## config.mk

```make
export PLATFORM = sky130hd
export DESIGN_NAME = fixed_interval_pulser
export DESIGN_NICKNAME = d
export VERILOG_FILES = /design/src/rtl/fip_pkg.sv /design/src/rtl/fip_prescale.sv /design/src/rtl/fip_countdown.sv /design/src/rtl/fip_shaper.sv /design/src/rtl/fixed_interval_pulser.sv
export SDC_FILE = /design/constraint.sdc
export NUM_CORES = 1
export LEC_CHECK = 0
export BUFFER_PORTS_ARGS = -buffer_cell sky130_fd_sc_hd__buf_2
export CAP_MARGIN = 0
export CORE_MARGIN = 3
export CORE_UTILIZATION = 45
export CTS_CLUSTER_DIAMETER = 60
export CTS_CLUSTER_SIZE = 20
export DETAILED_ROUTE_END_ITERATION = 7
export HOLD_SLACK_MARGIN = 0.02
export PLACE_DENSITY = 0.71
export RECOVER_POWER = 100
export SLEW_MARGIN = 20
export SYNTH_ARGS = -nofsm -noshare
export SYNTH_HDL_FRONTEND = slang
export SYNTH_HIERARCHICAL = 1
export SYNTH_SLANG_ARGS = --single-unit
export TNS_END_PERCENT = 50
```

## constraint.sdc

```tcl
create_clock -name clk -period 3.9 [get_ports clk]
set_clock_uncertainty 0.05 [all_clocks]
set_input_delay 0.195 -clock clk [delete_from_list [all_inputs] [get_ports clk]]
set_output_delay 0.195 -clock clk [all_outputs]
set_load 0.1 [all_outputs]
```

## src/rtl/fip_pkg.sv

```systemverilog
// Package fip_pkg
// Shared defaults for the fixed-interval pulse generator.
// Assumes: one channel count limit for the whole generator.
package fip_pkg;
    parameter int unsigned FIP_MAX_CH    = 3;
    parameter int unsigned FIP_DEF_IVL_W = 32;
    parameter int unsigned FIP_DEF_PER_W = 8;
    parameter int unsigned FIP_DEF_PSC_W = 16;
endpackage

```

## src/rtl/fip_prescale.sv

```systemverilog
// Module fip_prescale
// Registers the shared prescale value and maps 0 to 1, so that every
// channel sees a pulse width of at least one tick.
// Assumes: a prescale change may take effect one clock late.
module fip_prescale #(
    parameter int unsigned PSC_W = 16
) (
    input  logic             clk,
    input  logic             rst_n,
    input  logic [PSC_W-1:0] prescale_i,
    output logic [PSC_W-1:0] psc_o
);
    localparam logic [PSC_W-1:0] ONE = PSC_W'(1);

    logic [PSC_W-1:0] psc_q;

    // Hold the effective prescale: zero is replaced by one.
    always_ff @(posedge clk) begin
        if (!rst_n) begin
            psc_q <= ONE;
        end else begin
            psc_q <= (prescale_i == '0) ? ONE : prescale_i;
        end
    end

    assign psc_o = psc_q;
endmodule

```

## src/rtl/fip_countdown.sv

```systemverilog
// Module fip_countdown
// Per-channel interval counter. It drops by the tick period on each tick,
// saturates at zero and reloads on the tick after reaching zero, and
// reports that tick as a reload.
// Assumes: while disabled, the counter tracks the interval input.
module fip_countdown #(
    parameter int unsigned IVL_W = 32,
    parameter int unsigned PER_W = 8
) (
    input  logic             clk,
    input  logic             rst_n,
    input  logic             tick_i,
    input  logic             en_i,
    input  logic [PER_W-1:0] period_i,
    input  logic [IVL_W-1:0] interval_i,
    output logic             reload_o
);
    logic [IVL_W-1:0] cnt_q;
    logic [IVL_W-1:0] step;
    logic             at_zero;

    assign step     = IVL_W'(period_i);
    assign at_zero  = (cnt_q == '0);
    assign reload_o = tick_i && en_i && at_zero;

    // Count down on ticks, reload after zero, and follow the interval when disabled.
    always_ff @(posedge clk) begin
        if (!rst_n) begin
            cnt_q <= '0;
        end else if (!en_i) begin
            cnt_q <= interval_i;
        end else if (tick_i) begin
            if (at_zero) begin
                cnt_q <= interval_i;
            end else if (cnt_q > step) begin
                cnt_q <= cnt_q - step;
            end else begin
                cnt_q <= '0;
            end
        end
    end

    AST_STEP_DOWN: assert property (@(posedge clk) disable iff (!rst_n)
        (en_i && tick_i && !at_zero && period_i != '0) |=> (cnt_q < $past(cnt_q)));

    AST_NO_RELOAD_IDLE: assert property (@(posedge clk) disable iff (!rst_n)
        (!en_i) |-> !reload_o);
endmodule

```

## src/rtl/fip_shaper.sv

```systemverilog
// Module fip_shaper
// Per-channel pulse shaper. A reload starts a pulse that lasts psc_i ticks
// and raises a one-clock event flag.
// Assumes: psc_i is never zero (fip_prescale guarantees it).
module fip_shaper #(
    parameter int unsigned PSC_W = 16
) (
    input  logic             clk,
    input  logic             rst_n,
    input  logic             tick_i,
    input  logic             en_i,
    input  logic             reload_i,
    input  logic [PSC_W-1:0] psc_i,
    output logic             pulse_o,
    output logic             event_o
);
    logic [PSC_W-1:0] wcnt_q;
    logic             evt_q;

    // Load the width counter on reload and drain it one step per tick.
    always_ff @(posedge clk) begin
        if (!rst_n) begin
            wcnt_q <= '0;
            evt_q  <= 1'b0;
        end else if (!en_i) begin
            wcnt_q <= '0;
            evt_q  <= 1'b0;
        end else begin
            evt_q <= reload_i;
            if (reload_i) begin
                wcnt_q <= psc_i;
            end else if (tick_i && wcnt_q != '0) begin
                wcnt_q <= wcnt_q - 1'b1;
            end
        end
    end

    assign pulse_o = (wcnt_q != '0);
    assign event_o = evt_q;

    AST_PSC_NONZERO: assert property (@(posedge clk) disable iff (!rst_n)
        psc_i != '0);

    AST_DIS_QUIET: assert property (@(posedge clk) disable iff (!rst_n)
        (!en_i) |=> (!pulse_o && !event_o));

    AST_EVT_NEEDS_TICK: assert property (@(posedge clk) disable iff (!rst_n)
        (!tick_i) |=> !event_o);

    AST_EVT_WITH_PULSE: assert property (@(posedge clk) disable iff (!rst_n)
        event_o |-> pulse_o);

    AST_PULSE_HOLD: assert property (@(posedge clk) disable iff (!rst_n)
        (en_i && !tick_i) |=> $stable(pulse_o));
endmodule

```

## src/rtl/fixed_interval_pulser.sv

```systemverilog
// Module fixed_interval_pulser
// Top of the fixed-interval pulse generator. It holds NCH independent
// channels that share the tick period and one prescaler.
// Assumes: tick_i is a one-clock strobe; each interval is given in
// nanoseconds minus one tick period.
module fixed_interval_pulser #(
    parameter int unsigned NCH   = fip_pkg::FIP_MAX_CH,
    parameter int unsigned IVL_W = fip_pkg::FIP_DEF_IVL_W,
    parameter int unsigned PER_W = fip_pkg::FIP_DEF_PER_W,
    parameter int unsigned PSC_W = fip_pkg::FIP_DEF_PSC_W
) (
    input  logic                 clk,
    input  logic                 rst_n,
    input  logic                 tick_i,
    input  logic [PER_W-1:0]     tick_period_i,
    input  logic [PSC_W-1:0]     prescale_i,
    input  logic [NCH*IVL_W-1:0] interval_i,
    input  logic [NCH-1:0]       chan_en_i,
    output logic [NCH-1:0]       pulse_o,
    output logic [NCH-1:0]       event_o
);
    logic [PSC_W-1:0] psc_eff;
    logic [NCH-1:0]   reload;

    fip_prescale #(.PSC_W(PSC_W)) u_psc (
        .clk       (clk),
        .rst_n     (rst_n),
        .prescale_i(prescale_i),
        .psc_o     (psc_eff)
    );

    for (genvar c = 0; c < NCH; c++) begin : g_chan
        fip_countdown #(.IVL_W(IVL_W), .PER_W(PER_W)) u_cnt (
            .clk       (clk),
            .rst_n     (rst_n),
            .tick_i    (tick_i),
            .en_i      (chan_en_i[c]),
            .period_i  (tick_period_i),
            .interval_i(interval_i[c*IVL_W +: IVL_W]),
            .reload_o  (reload[c])
        );

        fip_shaper #(.PSC_W(PSC_W)) u_shp (
            .clk     (clk),
            .rst_n   (rst_n),
            .tick_i  (tick_i),
            .en_i    (chan_en_i[c]),
            .reload_i(reload[c]),
            .psc_i   (psc_eff),
            .pulse_o (pulse_o[c]),
            .event_o (event_o[c])
        );
    end

    AST_RESET_QUIET: assert property (@(posedge clk)
        (!rst_n) |=> (pulse_o == '0 && event_o == '0));
endmodule

```

# == Word-level counts from Yosys, hierarchy flattened ==
# Index checks and enable logic that the tools add are counted.
# op_classes
addsub,6
n_mul,0
div_mod_pow,0
magnitude_cmp,3
n_eq_ne,3
shifts,0
muxes,18
n_bitwise,1
reduce_logical,23
# ops
op,n
32-bit 2-to-1 mux,12
32-bit by 8-bit > comparator with 1-bit output,3
32-bit logical NOT,3
16-bit 2-to-1 mux,6
32-bit by 8-bit subtractor with 32-bit output,3
16-bit nonzero test,3
"16-bit by 1-bit subtractor with 16-bit output, second input constant",3
16-bit logical NOT,1
1-bit logical AND,9
"2-bit != test, second input constant",3
2-bit AND reduction,3
2-bit nonzero test,3
2-bit OR reduction,1
1-bit inverter,1
# totals
register_bits,163
latch_bits,0
mem_bits_rw,0
romBits,0
input_bits,126
mem_count,0

# == Longest topological paths before layout ==
# Gate-level depths: netlist of run 1.
# depth
word_depth,5
mapped_depth,12
ltp_nobuf,10

# == Modules after synthesis ==
# The synthesis of run 1 kept the hierarchy.
# modules_own_cells
mod,instances,cells_per_inst,area_per_inst_um2,seq_area_each_um2
fip_countdown (g_chan[0].u_cnt ...),2,297,2272.2,640.6
fip_shaper,3,119,1014.7,340.3
fip_countdown (g_chan[2].u_cnt),1,333,2630.0,640.6
fip_prescale,1,38,480.5,320.3

# == Least setup slack after synthesis of run 1 ==
# Ideal clock, no wire load.
# synth_timing
path_kind,reg2reg
startpoint,reg g_chan[2].u_cnt.cnt_q[13]
endpoint,reg g_chan[2].u_shp.wcnt_q[11]
setup_time_ns,0.070
arrival_time_ns,3.046
setup_slack_ns,0.735
stages_incl_launch_ff,11
path_buffers,4
synth_period_minus_slack_ns,3.165
path_cell_list,dfxtp_1 buf_6 or4_4 or4_4 buf_6 or3_1 nor4_1 inv_1 clkbuf_1 clkbuf_1 a21oi_1
# synth_between
elab_chain_len,3
elab_cells_between_ends,4
cone_classes,mux (1); reduce/logical (3)
# synth_lines
item,line,text
start: declaration,fip_countdown.sv:18,logic [IVL_W-1:0] cnt_q;
start signal: assignment,fip_countdown.sv:31,cnt_q <= interval_i;
start signal: assignment,fip_countdown.sv:34,cnt_q <= interval_i;
start signal: assignment,fip_countdown.sv:36,cnt_q <= cnt_q - step;
32-bit logical NOT (*),fip_countdown.sv:23,assign at_zero = (cnt_q == '0);
1-bit logical AND (*),fip_countdown.sv:24,assign reload_o = tick_i && en_i && at_zero;
named net reload[2],fixed_interval_pulser.sv:23,logic [NCH-1:0] reload;
16-bit 2-to-1 mux / 2-bit nonzero test (equally long branches),--,
end signal: assignment,fip_shaper.sv:31,wcnt_q <= psc_i;
end signal: assignment,fip_shaper.sv:33,wcnt_q <= wcnt_q - 1'b1;
end: declaration,fip_shaper.sv:17,logic [PSC_W-1:0] wcnt_q;
# Mark *: on every way through the listed nets, which the timed path passes. The rest lies on a longest branch.
# A chain may end at the register's enable or synchronous reset.

# == Worst setup path after layout of run 1 ==
# layout_timing
startpoint,reg g_chan[2].u_cnt.cnt_q[0]
endpoint,reg g_chan[2].u_cnt.cnt_q[15]
# layout_between
elab_chain_len,5
elab_cells_between_ends,7
cone_classes,add/sub (1); order compare (1); mux (4); reduce/logical (1)
# layout_lines
item,line,text
32-bit by 8-bit subtractor with 32-bit output / 32-bit by 8-bit > comparator with 1-bit output (equally long branches),"fip_countdown.sv:36, fip_countdown.sv:35",
32-bit 2-to-1 mux,fip_countdown.sv:35,end else if (cnt_q > step) begin
32-bit 2-to-1 mux (*),fip_countdown.sv:33,if (at_zero) begin
32-bit 2-to-1 mux (*),fip_countdown.sv:32,end else if (tick_i) begin
32-bit 2-to-1 mux (*),fip_countdown.sv:30,end else if (!en_i) begin
# Every way passes the cells marked *; elsewhere a longest branch is shown, timed or not. The select of a mux whose other input is x is not followed.

==> metrics.cfg, run 1 <==
[clock_tree]
hold_buffers = 83
tritoncts = done
clkLatencyLatePin_ns = 0.43
numCtsBuffers = 17
path_clk_slew_ns = 0.07
htree_levels = 4
cts_resized = 0
cts.path.max_buffers = 2
cts_setup_buffers = 0
cts.sinks = 163
cts_root_buf = clkbuf_16

[worst_setup_path]
reg2reg_slack_ns = 0.30
crit-reg2reg-launch = g_chan[2].u_cnt/cnt_q[0]
crit_fanout = 11
critPathKind = reg -> reg
crit_path_end_kind = register
cp_data_required_time_ns = 4.19
crit_path_start_kind = register
worstPathArrival_ns = 3.89
reg2regPathDepth = 10
crit-reg2reg-capture = g_chan[2].u_cnt/cnt_q[15]

[finish]
drive_above_1_share = 0.152
syn_to_final_growth_pct = 19.4
nets = 1656
antenna_cells = 0
final_core_util = 0.556

[sta]
post-route-min-period_ns = 3.60
hold_viol_final = 0
fin_crit_sh = 0.922
slew_viol_final = 24
grt_setup_unrepaired = no
setup-violations-final = 0
fmax_mhz = 278
slew-limit-headroom = -0.104
tns_ns = 0
holdWs_ns = 0.0400
tightest_slew_ns = 1.63

[yosys]
avgSynthCellArea_um2 = 8.09
synth_cell_type_count = 86
ys_seq_elements = 163
syn_inst = 1322
yosysWarnings = 6
synth_edf_count = 0
syn_nets = 1478
async_flop_share = 0
ys_seq_area_frac = 0.305
synth_ff_type = dfxtp_1
netlist_area_um2 = 10700

[detailed_routing]
wl_met2_um = 14500
drt-pass1-iter-count = 5
wl_per_cell_um = 17.4
vias = 11000
met3_wirelength_um = 1830
wirelength_um = 31800
highest_layer = met5
drc = 0
via_per_inst = 6.05
final_antenna_net_count = 0
drt-initial-drc-count = 945
wl_met1_um = 14700

[power]
power_leakage_nw = 4.95
ir_drop_mv = 0.557
p_per_area_nw_per_um2 = 731
total_power_mw = 9.34

[global_route]
track_usage = 0.242
grt-ovfl-total = 0
grt_pass1_vias = 10500
antenna_found_initial = 1
grt_first_pass_wirelength_um = 52200
grt_max_degree = 34

[min_path]
min_to = g_chan[2].u_cnt/cnt_q[15]
worstHoldStart = interval_i[79]
hold_depth = 3
hp-class = in -> reg

[die]
core_area_um2 = 23000
dieArea_um2 = 25700
die-width_um = 160
row_count = 55
floorplan.initialDensity = 0.465
io_pins = 132
die_height_um = 160

[placed_design]
post-dp-hpwl_um = 22400
io_buffers = 131
gp_congestion = 0.907

[status]
failed_checks = capacitance limit, slew limit
outcome = finished with violations

[run]
cap_violations = 3

-- layout by cell type (no fill, tap or decap), types with 8 or more instances in the layout --
cell type      synthesis  final
a211oi_1              13     13
a21oi_1              110    110
a221o_1               14     14
a221oi_1              17     23
a22oi_1               12     15
a31oi_1               19     19
a32oi_1               19     19
and2_0                 0      8
and2_1                22     17
and3_1                 8      8
buf_2                 14    128
buf_4                  6     15
clkbuf_1              45     11
clkbuf_16              0     17
dfxtp_1              163    163
dlygate4sd3_1          0     83
ha_1                  27     27
inv_1                 53     53
nand2_1               81     81
nand2b_1              11     11
nand3_1               45     45
nand4_1               25     25
nand4b_1              10     10
nor2_1               105    104
nor2b_1               10     10
nor3_1                39     40
nor4_1                33     33
nor4_2                 9      9
nor4b_1               11     14
o211ai_1              11     11
o21a_1                10     10
o21ai_0              129    135
o22ai_1                8      9
or2_2                  9      9
or3_1                 18     18
or4_1                 12     12
xnor2_1               14     14
xor2_1                38     38
-- worst max path at each step --
stage,startpoint,end,slack (ns),cells past startpoint
final,g_chan[2].u_cnt/cnt_q[0],g_chan[2].u_cnt/cnt_q[15],0.30,10
after global routing,g_chan[2].u_cnt/cnt_q[0],g_chan[2].u_cnt/cnt_q[15],0.13,10
after CTS,g_chan[2].u_cnt/cnt_q[18],g_chan[2].u_shp/wcnt_q[10],0.38,8
after detailed placement,g_chan[2].u_cnt/cnt_q[18],g_chan[2].u_shp/wcnt_q[10],0.41,8
after global placement,g_chan[2].u_cnt/cnt_q[18],g_chan[2].u_shp/wcnt_q[9],0.54,8
after floorplan,g_chan[2].u_cnt/cnt_q[13],g_chan[2].u_shp/wcnt_q[11],0.73,10
-- flip-flops by register name, indices dropped and copies added, names as in the netlist --
name and count:
g_chan.u_cnt/cnt_q 96, g_chan.u_shp/event_o 3, g_chan.u_shp/wcnt_q 48, u_psc/psc_o 16
-- layer usage --
metal  track usage  vias up
met3        0.0394       65
met4        0.0805        2
li1              -     5353
met1         0.335     5241
met5             0        -
met2         0.384      381
-- critical path, stage by stage, from the launching register on --
cell and delay, ns:
dfxtp_1 0.33, inv_1 0.06, ha_1 0.21, fa_1 0.39
nand2b_1 0.20, a211oi_2 0.22, buf_4 0.21, nor2_1 0.14
o22ai_1 0.89, or4b_2 0.64, a41oi_1 0.16
-- power breakdown --
part	switching, mW	total [mW]	internal [mW]
registers	0.409	2.40	1.99
logic	3.22	5.18	1.95
clock network	0.684	1.76	1.08
-- cell usage after synthesis (9+ instances only) --
| cell | count | area share |
|---|---|---|
| dfxtp_1 | 163 | 0.30 |
| clkbuf_1 | 45 | 0.016 |
| a221o_1 | 14 | 0.013 |
| nand2b_1 | 11 | 0.0064 |
| nor4b_1 | 11 | 0.0090 |
| buf_6 | 9 | 0.0095 |
| or2_2 | 9 | 0.0053 |
| or3_1 | 18 | 0.011 |
| nand2_1 | 81 | 0.028 |
| and2_1 | 22 | 0.013 |
| a22oi_1 | 12 | 0.0084 |
| nor4_2 | 9 | 0.011 |
| xor2_1 | 38 | 0.031 |
| o21a_1 | 10 | 0.0070 |
| buf_2 | 14 | 0.0065 |
| or4_1 | 12 | 0.0084 |
| a31oi_1 | 19 | 0.011 |
| nand3_1 | 45 | 0.021 |
| a221oi_1 | 17 | 0.014 |
| a32oi_1 | 19 | 0.016 |
| nor4_1 | 33 | 0.019 |
| xnor2_1 | 14 | 0.011 |
| nor2_1 | 105 | 0.037 |
| inv_1 | 53 | 0.019 |
| a211oi_1 | 13 | 0.0091 |
| a221oi_2 | 9 | 0.013 |
| nand4_1 | 25 | 0.015 |
| o211ai_1 | 11 | 0.0077 |
| o21ai_0 | 129 | 0.060 |
| nor3_1 | 39 | 0.018 |
| nand4b_1 | 10 | 0.0082 |
| ha_1 | 27 | 0.032 |
| nor2b_1 | 10 | 0.0058 |
| a21oi_1 | 110 | 0.051 |
-- cells by family after synthesis --
kind of cell | synth area share
adder cells (fa/ha/maj) | 0.0372
AND/OR/NAND/NOR | 0.279
multiplexers | 0.00468
flip-flops | 0.305
AO/OA/AOI/OAI | 0.275
XOR/XNOR | 0.0426
buffers and inverters | 0.0566
-- metrics by stage --
stage | cell area [um2] | std cells | setup slack (ns)
floorplan | 10700 | 1322 | 0.735
global route | 12800 | 1824 | 0.126
detailed placement | 11500 | 1711 | 0.412
global placement | 11500 | 1711 | 0.542
CTS | 12900 | 1824 | 0.383
finish | 12800 | 1824 | 0.304
-- final cells by class --
class | instances | area, um2
fillers | 2253 | 10200
repair buffers | 236 | 1620
clock buffers | 19 | 443
inverters | 55 | 206
clock inverters | 11 | 161
well taps | 313 | 392
multi-input cells | 1027 | 6680
flip-flops and latches | 163 | 3260
Power figures use the tool's default switching activity.
==> run 2: changes to the inputs <==
--- a/config.mk
+++ b/config.mk
@@ -7,6 +7,7 @@
 export LEC_CHECK = 0
 export BUFFER_PORTS_ARGS = -buffer_cell sky130_fd_sc_hd__buf_2
 export CAP_MARGIN = 0
+export CORE_ASPECT_RATIO = 1.5
 export CORE_MARGIN = 3
 export CORE_UTILIZATION = 45
 export CTS_CLUSTER_DIAMETER = 60
==> run 2 against run 1 <==
Against the previous run:
- the flow still finishes with violations (capacitance limit, slew limit)
- sequential power hardly changed
- sequential share of layout area is 0.26 points lower
- non-clock buffer count is 7 higher
- register-to-register slack hardly changed
- sequential cell count stayed put
- first-iteration DRC count is 20% lower
- count of clock-buffer cells in the layout is 2 lower
- final cell count is 0.77% higher
- core utilization hardly changed
- largest cell class unchanged
==> metrics.cfg, run 2 (synthesis gave the netlist of run 1 again) <==
[status]
outcome = finished with violations
failed_checks = capacitance limit, slew limit

[finish]
regArea_um2 = 3260  ; unchanged
fillers = 2139  ; -5.1%
mostFrequentLayoutCells = dfxtp_1 (163), o21ai_0 (133), buf_2 (127), a21oi_1 (110), nor2_1 (104)
nets = 1663  ; +0.42%
syn_to_final_growth_pct = 20.6
layout_commonest_cell = dfxtp_1
largest_register = g_chan.u_cnt/cnt_q
drive_above_1_share = 0.155  ; +0.00239
layout.cells.non_filler = 1838  ; +0.77%
multi_input_area_um2 = 6700  ; +0.24%
largest_register_ffs = 96  ; unchanged

[detailed_routing]
met3_wirelength_um = 2000  ; +9.7%
wl_per_cell_um = 18.5  ; +6.1%
wirelength_um = 34000  ; +6.9%
vias = 11300  ; +2.6%
drc = 0  ; unchanged
drt-pass1-iter-count = 6  ; +1
via_per_inst = 6.17  ; +1.8%
wl_met1_um = 13300  ; -9.4%
drt-initial-drc-count = 758  ; -20%
final_antenna_net_count = 0  ; unchanged
wl_met2_um = 17200  ; +19%
highest_layer = met4

[clock_tree]
path_clk_slew_ns = 0.07  ; about the same
htree_levels = 4  ; unchanged
cts.path.max_buffers = 2  ; unchanged
numCtsBuffers = 17  ; unchanged
cts.sinks = 163  ; unchanged
tritoncts = done
cts_setup_buffers = 0  ; unchanged
hold_buffers = 91  ; +9.6%
cts_root_buf = clkbuf_16
cts_resized = 0  ; unchanged
clkLatencyLatePin_ns = 0.44  ; about the same

[placed_design]
io_buffers = 131  ; unchanged
post-dp-hpwl_um = 23200  ; +3.9%
gp_congestion = 0.924  ; +1.9%
place_inst = 1712  ; +0.058%

[power]
p_per_area_nw_per_um2 = 730  ; -0.18%
power_leakage_nw = 5.03  ; +1.6%
switching_share = 0.470  ; +0.00740
share_seq_of_total_power = 0.255  ; -0.002
clock_power_share = 0.190  ; about the same
comb_power_share = 0.555  ; about the same
intPower_mw = 4.99  ; -0.54%
ir_drop_mv = 1.37  ; +150%
power_switching_mw = 4.42  ; +2.5%

[sta]
setup-violations-final = 0  ; unchanged
post-route-min-period_ns = 3.61  ; +0.00963 ns
grt_setup_unrepaired = no
fmax_mhz = 277  ; -0.27%
slew_viol_final = 16  ; -33%
hold_viol_final = 0  ; unchanged
tns_ns = 0  ; unchanged
tightest_slew_ns = 1.56  ; -0.0723 ns
slew-limit-headroom = -0.0548  ; +0.0489
fin_crit_sh = 0.925  ; +0.00247

[die]
floorplan.initialDensity = 0.461  ; -0.00486
core_area_um2 = 23200  ; +1.1%
die-width_um = 132  ; -18%
dieArea_um2 = 25700  ; +0.15%
die_height_um = 195  ; +22%
io_pins = 132  ; unchanged
row_count = 68  ; +24%

[global_route]
grt_max_degree = 65  ; +91%
track_usage = 0.255  ; +0.0134
grt_pass1_vias = 11100  ; +6.1%
antenna_found_initial = 2  ; +1
grt_first_pass_wirelength_um = 54500  ; +4.4%
grt-ovfl-total = 0  ; unchanged

[worst_setup_path]
path_delay_family = simple AND/OR/NAND/NOR gates
crit_fanout = 12  ; +1
worst-path-buf-inv = 2  ; unchanged
crit_path_end_kind = register
crit_chain = or4_1 -> or4_1 -> clkbuf_1 -> nor3_1 -> o22ai_1 -> clkbuf_1 -> a32o_1 -> o21a_1
max_stage_delay_ns = 0.59  ; -0.30 ns
crit_path_start_kind = register
path_depth = 8  ; -2
critPathKind = reg -> reg
reg2regPathDepth = 8  ; -2
cp_data_required_time_ns = 4.18  ; about the same
worstPathArrival_ns = 3.89  ; about the same
worst_path_max_delay_cell = or4_1

[run]
cap_violations = 3  ; unchanged

[min_path]
hp-class = in -> reg
hold_depth = 3  ; unchanged

## run 2: routing by layer
layer | global-route usage | vias to the layer above
met2 | 0.456 | 494
met1 | 0.294 | 5352
met5 | 0 | -
li1 | - | 5375
met4 | 0.129 | 0
met3 | 0.0394 | 111
## run 2: worst reg2reg max path: stages, from the launching register on
cell	delay [ns]
dfxtp_1	0.35
or4_1	0.59
or4_1	0.48
clkbuf_1	0.24
nor3_1	0.54
o22ai_1	0.38
clkbuf_1	0.39
a32o_1	0.32
o21a_1	0.17
## run 2: stage by stage
stage | area (um2) | util | hold WS (ns) | setup slack, ns | total power, mW
finish | 12900 | 0.555 | 0.0429 | 0.294 | 9.42
global route | 12900 | 0.555 | 0.0399 | 0.224 | 10.0
CTS | 13100 | 0.562 | 0.0231 | 0.547 | 9.56
detailed placement | 11500 | 0.496 | 0.350 | 0.556 | 7.64
global placement | 11500 | 0.496 | 0.343 | 0.702 | 7.59
floorplan | 10700 | - | 0.254 | 0.735 | 5.45
## run 2: cell type report
class | instances | area share
Antenna cell | 3 | 0.000582
Sequential cell | 163 | 0.253
Timing Repair Buffer | 243 | 0.133
Inverter | 55 | 0.0160
Multi-Input combinational cell | 1027 | 0.519
Clock inverter | 15 | 0.0151
Clock buffer | 17 | 0.0330
Tap cell | 315 | 0.0305
## run 2: path summary, 6_finish.rpt
check	start	to	slack, ns
max reg2reg	g_chan[2].u_cnt/cnt_q[18]	g_chan[2].u_cnt/cnt_q[26]	0.29
min	interval_i[82]	g_chan[2].u_cnt/cnt_q[18]	0.04
max	g_chan[2].u_cnt/cnt_q[18]	g_chan[2].u_cnt/cnt_q[26]	0.29
min reg2reg	g_chan[2].u_cnt/cnt_q[27]	g_chan[2].u_cnt/cnt_q[27]	0.44
## run 2: power groups by stage
| stage | Combinational, mW | Clock [mW] | Sequential [mW] |
|---|---|---|---|
| after global routing | 5.68 | 1.90 | 2.45 |
| after detailed placement | 5.20 | 0 | 2.44 |
| after floorplan | 3.25 | 0 | 2.20 |
| after CTS | 5.32 | 1.83 | 2.41 |
| after global placement | 5.15 | 0 | 2.44 |
| final | 5.22 | 1.79 | 2.40 |
==> run 3: changes to the inputs <==
--- a/config.mk
+++ b/config.mk
@@ -5,6 +5,7 @@
 export SDC_FILE = /design/constraint.sdc
 export NUM_CORES = 1
 export LEC_CHECK = 0
+export ABC_CLOCK_PERIOD_IN_PS = 3900
 export BUFFER_PORTS_ARGS = -buffer_cell sky130_fd_sc_hd__buf_2
 export CAP_MARGIN = 0
 export CORE_ASPECT_RATIO = 1.5
@@ -14,11 +15,10 @@
 export CTS_CLUSTER_SIZE = 20
 export DETAILED_ROUTE_END_ITERATION = 7
 export HOLD_SLACK_MARGIN = 0.02
-export PLACE_DENSITY = 0.71
+export PLACE_DENSITY = 0.72
 export RECOVER_POWER = 100
 export SLEW_MARGIN = 20
 export SYNTH_ARGS = -nofsm -noshare
 export SYNTH_HDL_FRONTEND = slang
-export SYNTH_HIERARCHICAL = 1
 export SYNTH_SLANG_ARGS = --single-unit
 export TNS_END_PERCENT = 50
==> run 3 against run 2 <==
Against the previous run:
- the flow still finishes with violations (capacitance limit, slew limit)
- clock power down 7%
- synthesized cell count down 1.6%
- core utilization up 0.68 points
- sequential share of layout area up 1.3 points
- routed wire length up 0.29%
- worst setup slack better by 0.17 ns
- critical path depth down 2
- critical path type unchanged
- highest routed layer unchanged
==> metrics.cfg, run 3 <==
[finish]
fillers = 1997  ; -6.6%
largest_register_ffs = 96  ; unchanged
antenna_cells = 0  ; -3
syn_to_final_growth_pct = 22.4
layout.cells.non_filler = 1771  ; -3.6%
nets = 1643  ; -1.2%
largest_register = g_chan.u_cnt.cnt_q
final_core_util = 0.562  ; +0.00678
drive_above_1_share = 0.129  ; -0.0252
final_cell_area_um2 = 12300  ; -5.0%
layout_commonest_cell = dfxtp_1
mostFrequentLayoutCells = dfxtp_1 (163), nor2_1 (149), o21ai_0 (123), buf_2 (119), nand2_1 (96)

[detailed_routing]
wirelength_um = 34100  ; +0.29%
via_per_inst = 6.33  ; +2.6%
wl_per_cell_um = 19.3  ; +4.1%
final_antenna_net_count = 0  ; unchanged
drt-pass1-iter-count = 7  ; +1
vias = 11200  ; -1.1%
drt-initial-drc-count = 906  ; +20%
drc = 0  ; unchanged

[sta]
tns_ns = 0  ; unchanged
setup-violations-final = 0  ; unchanged
fin_crit_sh = 0.880  ; -0.0448
slew_viol_final = 25  ; +9
fmax_mhz = 291  ; +5.1%
post-route-min-period_ns = 3.43  ; -0.175 ns
slew-limit-headroom = -0.142  ; -0.0877
tightest_slew_ns = 1.70  ; +0.143 ns
hold_viol_final = 0  ; unchanged
fin_ws_ns = 0.469  ; +0.175 ns
holdWs_ns = 0.0271  ; -0.0158 ns
grt_setup_unrepaired = no

[power]
power_leakage_nw = 4.80  ; -4.6%
total_power_mw = 8.48  ; -9.9%
ir_drop_mv = 0.622  ; -55%
p_per_area_nw_per_um2 = 692  ; -5.2%

[yosys]
synth_xor_area_frac = 0.0289  ; -0.0137
syn_inst = 1301  ; -1.6%
ys_seq_area_frac = 0.326  ; +0.0208
yosysTopAreaCellShare = 0.326  ; +0.0208
synthSimpleGateAreaFrac = 0.255  ; -0.0235
synth_top_family_by_area = compound AO/OA/AOI/OAI gates
synth_ff_type = dfxtp_1
avgSynthCellArea_um2 = 7.70  ; -4.9%
synth_top_cell_by_area = dfxtp_1
synth_commonest_cells = dfxtp_1 (163), nor2_1 (149), o21ai_0 (123)
yosys-top-cells-area = dfxtp_1 (33%), o21ai_0 (6.1%), nor2_1 (5.6%)
synthAdderAreaFrac = 0.0397  ; +0.00254
async_flop_share = 0  ; unchanged
syn_nets = 1457  ; -1.4%
post-synth-top-count-cell = dfxtp_1
synth-compound-area-share = 0.295  ; +0.0198
yosysWarnings = 0  ; -6
netlist_area_um2 = 10000  ; -6.4%
synth_edf_count = 0  ; unchanged
synth_cell_type_count = 73  ; -15%
ys_seq_elements = 163  ; unchanged
muxShareOfSynthArea = 0.00999  ; +0.00532

[clock_tree]
cts.sinks = 163  ; unchanged
tritoncts = done
clkLatencyLatePin_ns = 0.45  ; about the same
cts_resized = 0  ; unchanged
numCtsBuffers = 17  ; unchanged
path_clk_slew_ns = 0.07  ; about the same
cts_setup_buffers = 0  ; unchanged
cts_root_buf = clkbuf_16
htree_levels = 4  ; unchanged
hold_buffers = 81  ; -11%
cts.path.max_buffers = 2  ; unchanged

[status]
outcome = finished with violations
failed_checks = capacitance limit, slew limit

[min_path]
hp-class = in -> reg

[worst_setup_path]
crit_path_end_kind = register
critPathKind = reg -> reg
worstPathArrival_ns = 3.76  ; -0.13 ns
cp_data_required_time_ns = 4.23  ; +0.05 ns
crit_fanout = 24  ; +12
crit_path_start_kind = register

[global_route]
grt-ovfl-total = 0  ; unchanged
grt_use_met2 = 0.490  ; +0.0347
grt_most_used_layer = met2
grt_pass1_vias = 10900  ; -1.9%
grt_first_pass_wirelength_um = 54200  ; -0.57%
grtUsageMet3 = 0.0485  ; +0.00914
grt_max_degree = 38  ; -42%
track_usage = 0.276  ; +0.0202
antenna_found_initial = 0  ; -2
met1_usage = 0.309  ; +0.0154

[placed_design]
place_ws_ns = 0.569  ; +0.0123 ns
io_buffers = 131  ; unchanged
place_inst = 1659  ; -3.1%
gp_congestion = 0.933  ; +0.97%
post-dp-hpwl_um = 23900  ; +2.8%
dpl-instance-area_um2 = 10900  ; -5.0%

[die]
row_count = 66  ; -2.9%
die_height_um = 189  ; -3.1%
die-width_um = 128  ; -3.1%
dieArea_um2 = 24100  ; -6.1%
core_area_um2 = 21800  ; -6.1%
floorplan.initialDensity = 0.459  ; -0.00120
io_pins = 132  ; unchanged

[run]
cap_violations = 1  ; -2

## run 3: layout make-up
cell class	count	area, um2	share of cell area
Sequential cell	163	3260	0.266
Timing Repair Buffer	242	1650	0.135
Clock inverter	13	128	0.0104
Multi-Input combinational cell	1028	6300	0.514
Tap cell	272	340	0.0278
Inverter	35	131	0.0107
Clock buffer	18	439	0.0358
## run 3: where the power goes
group / leakage, nW / internal, mW / total [mW] / switching (mW)
logic: 3.20 / 1.66 / 4.54 / 2.88
registers: 1.34 / 1.98 / 2.28 / 0.300
clock network: 0.258 / 0.901 / 1.66 / 0.759
## run 3: worst max-delay path, cell delays in order (launching register included)
cell and delay (ns):
dfxtp_1 0.37, or3_1 0.49, nand4b_1 0.35, o31ai_2 1.39, clkbuf_1 0.41, a221oi_1 0.16
nor2_1 0.15
## run 3: final timing paths
kind                                    from                    endpoint  slack, ns  cells past startpoint
setup / recovery   g_chan[2].u_cnt.cnt_q[25]   g_chan[2].u_cnt.cnt_q[11]       0.47                      6
hold / removal                interval_i[19]   g_chan[0].u_cnt.cnt_q[19]       0.03                      3
setup reg to reg   g_chan[2].u_cnt.cnt_q[25]   g_chan[2].u_cnt.cnt_q[11]       0.47                      6
hold reg to reg   g_chan[2].u_shp.wcnt_q[15]  g_chan[2].u_shp.wcnt_q[15]       0.41                      2
## run 3: routing by layer
metal | part of all wire | wire length, um
met2 | 0.50 | 17100
met5 | 0 | 0
met1 | 0.39 | 13200
met4 | 0.049 | 1660
met3 | 0.061 | 2060
## run 3: cells by family after synthesis
| logic type | after synthesis |
|---|---|
| mux | 10 |
| flops | 163 |
| compound gates | 441 |
| fa+ha+maj | 30 |
| buf+inv | 110 |
| simple gates | 514 |
| xor+xnor | 33 |
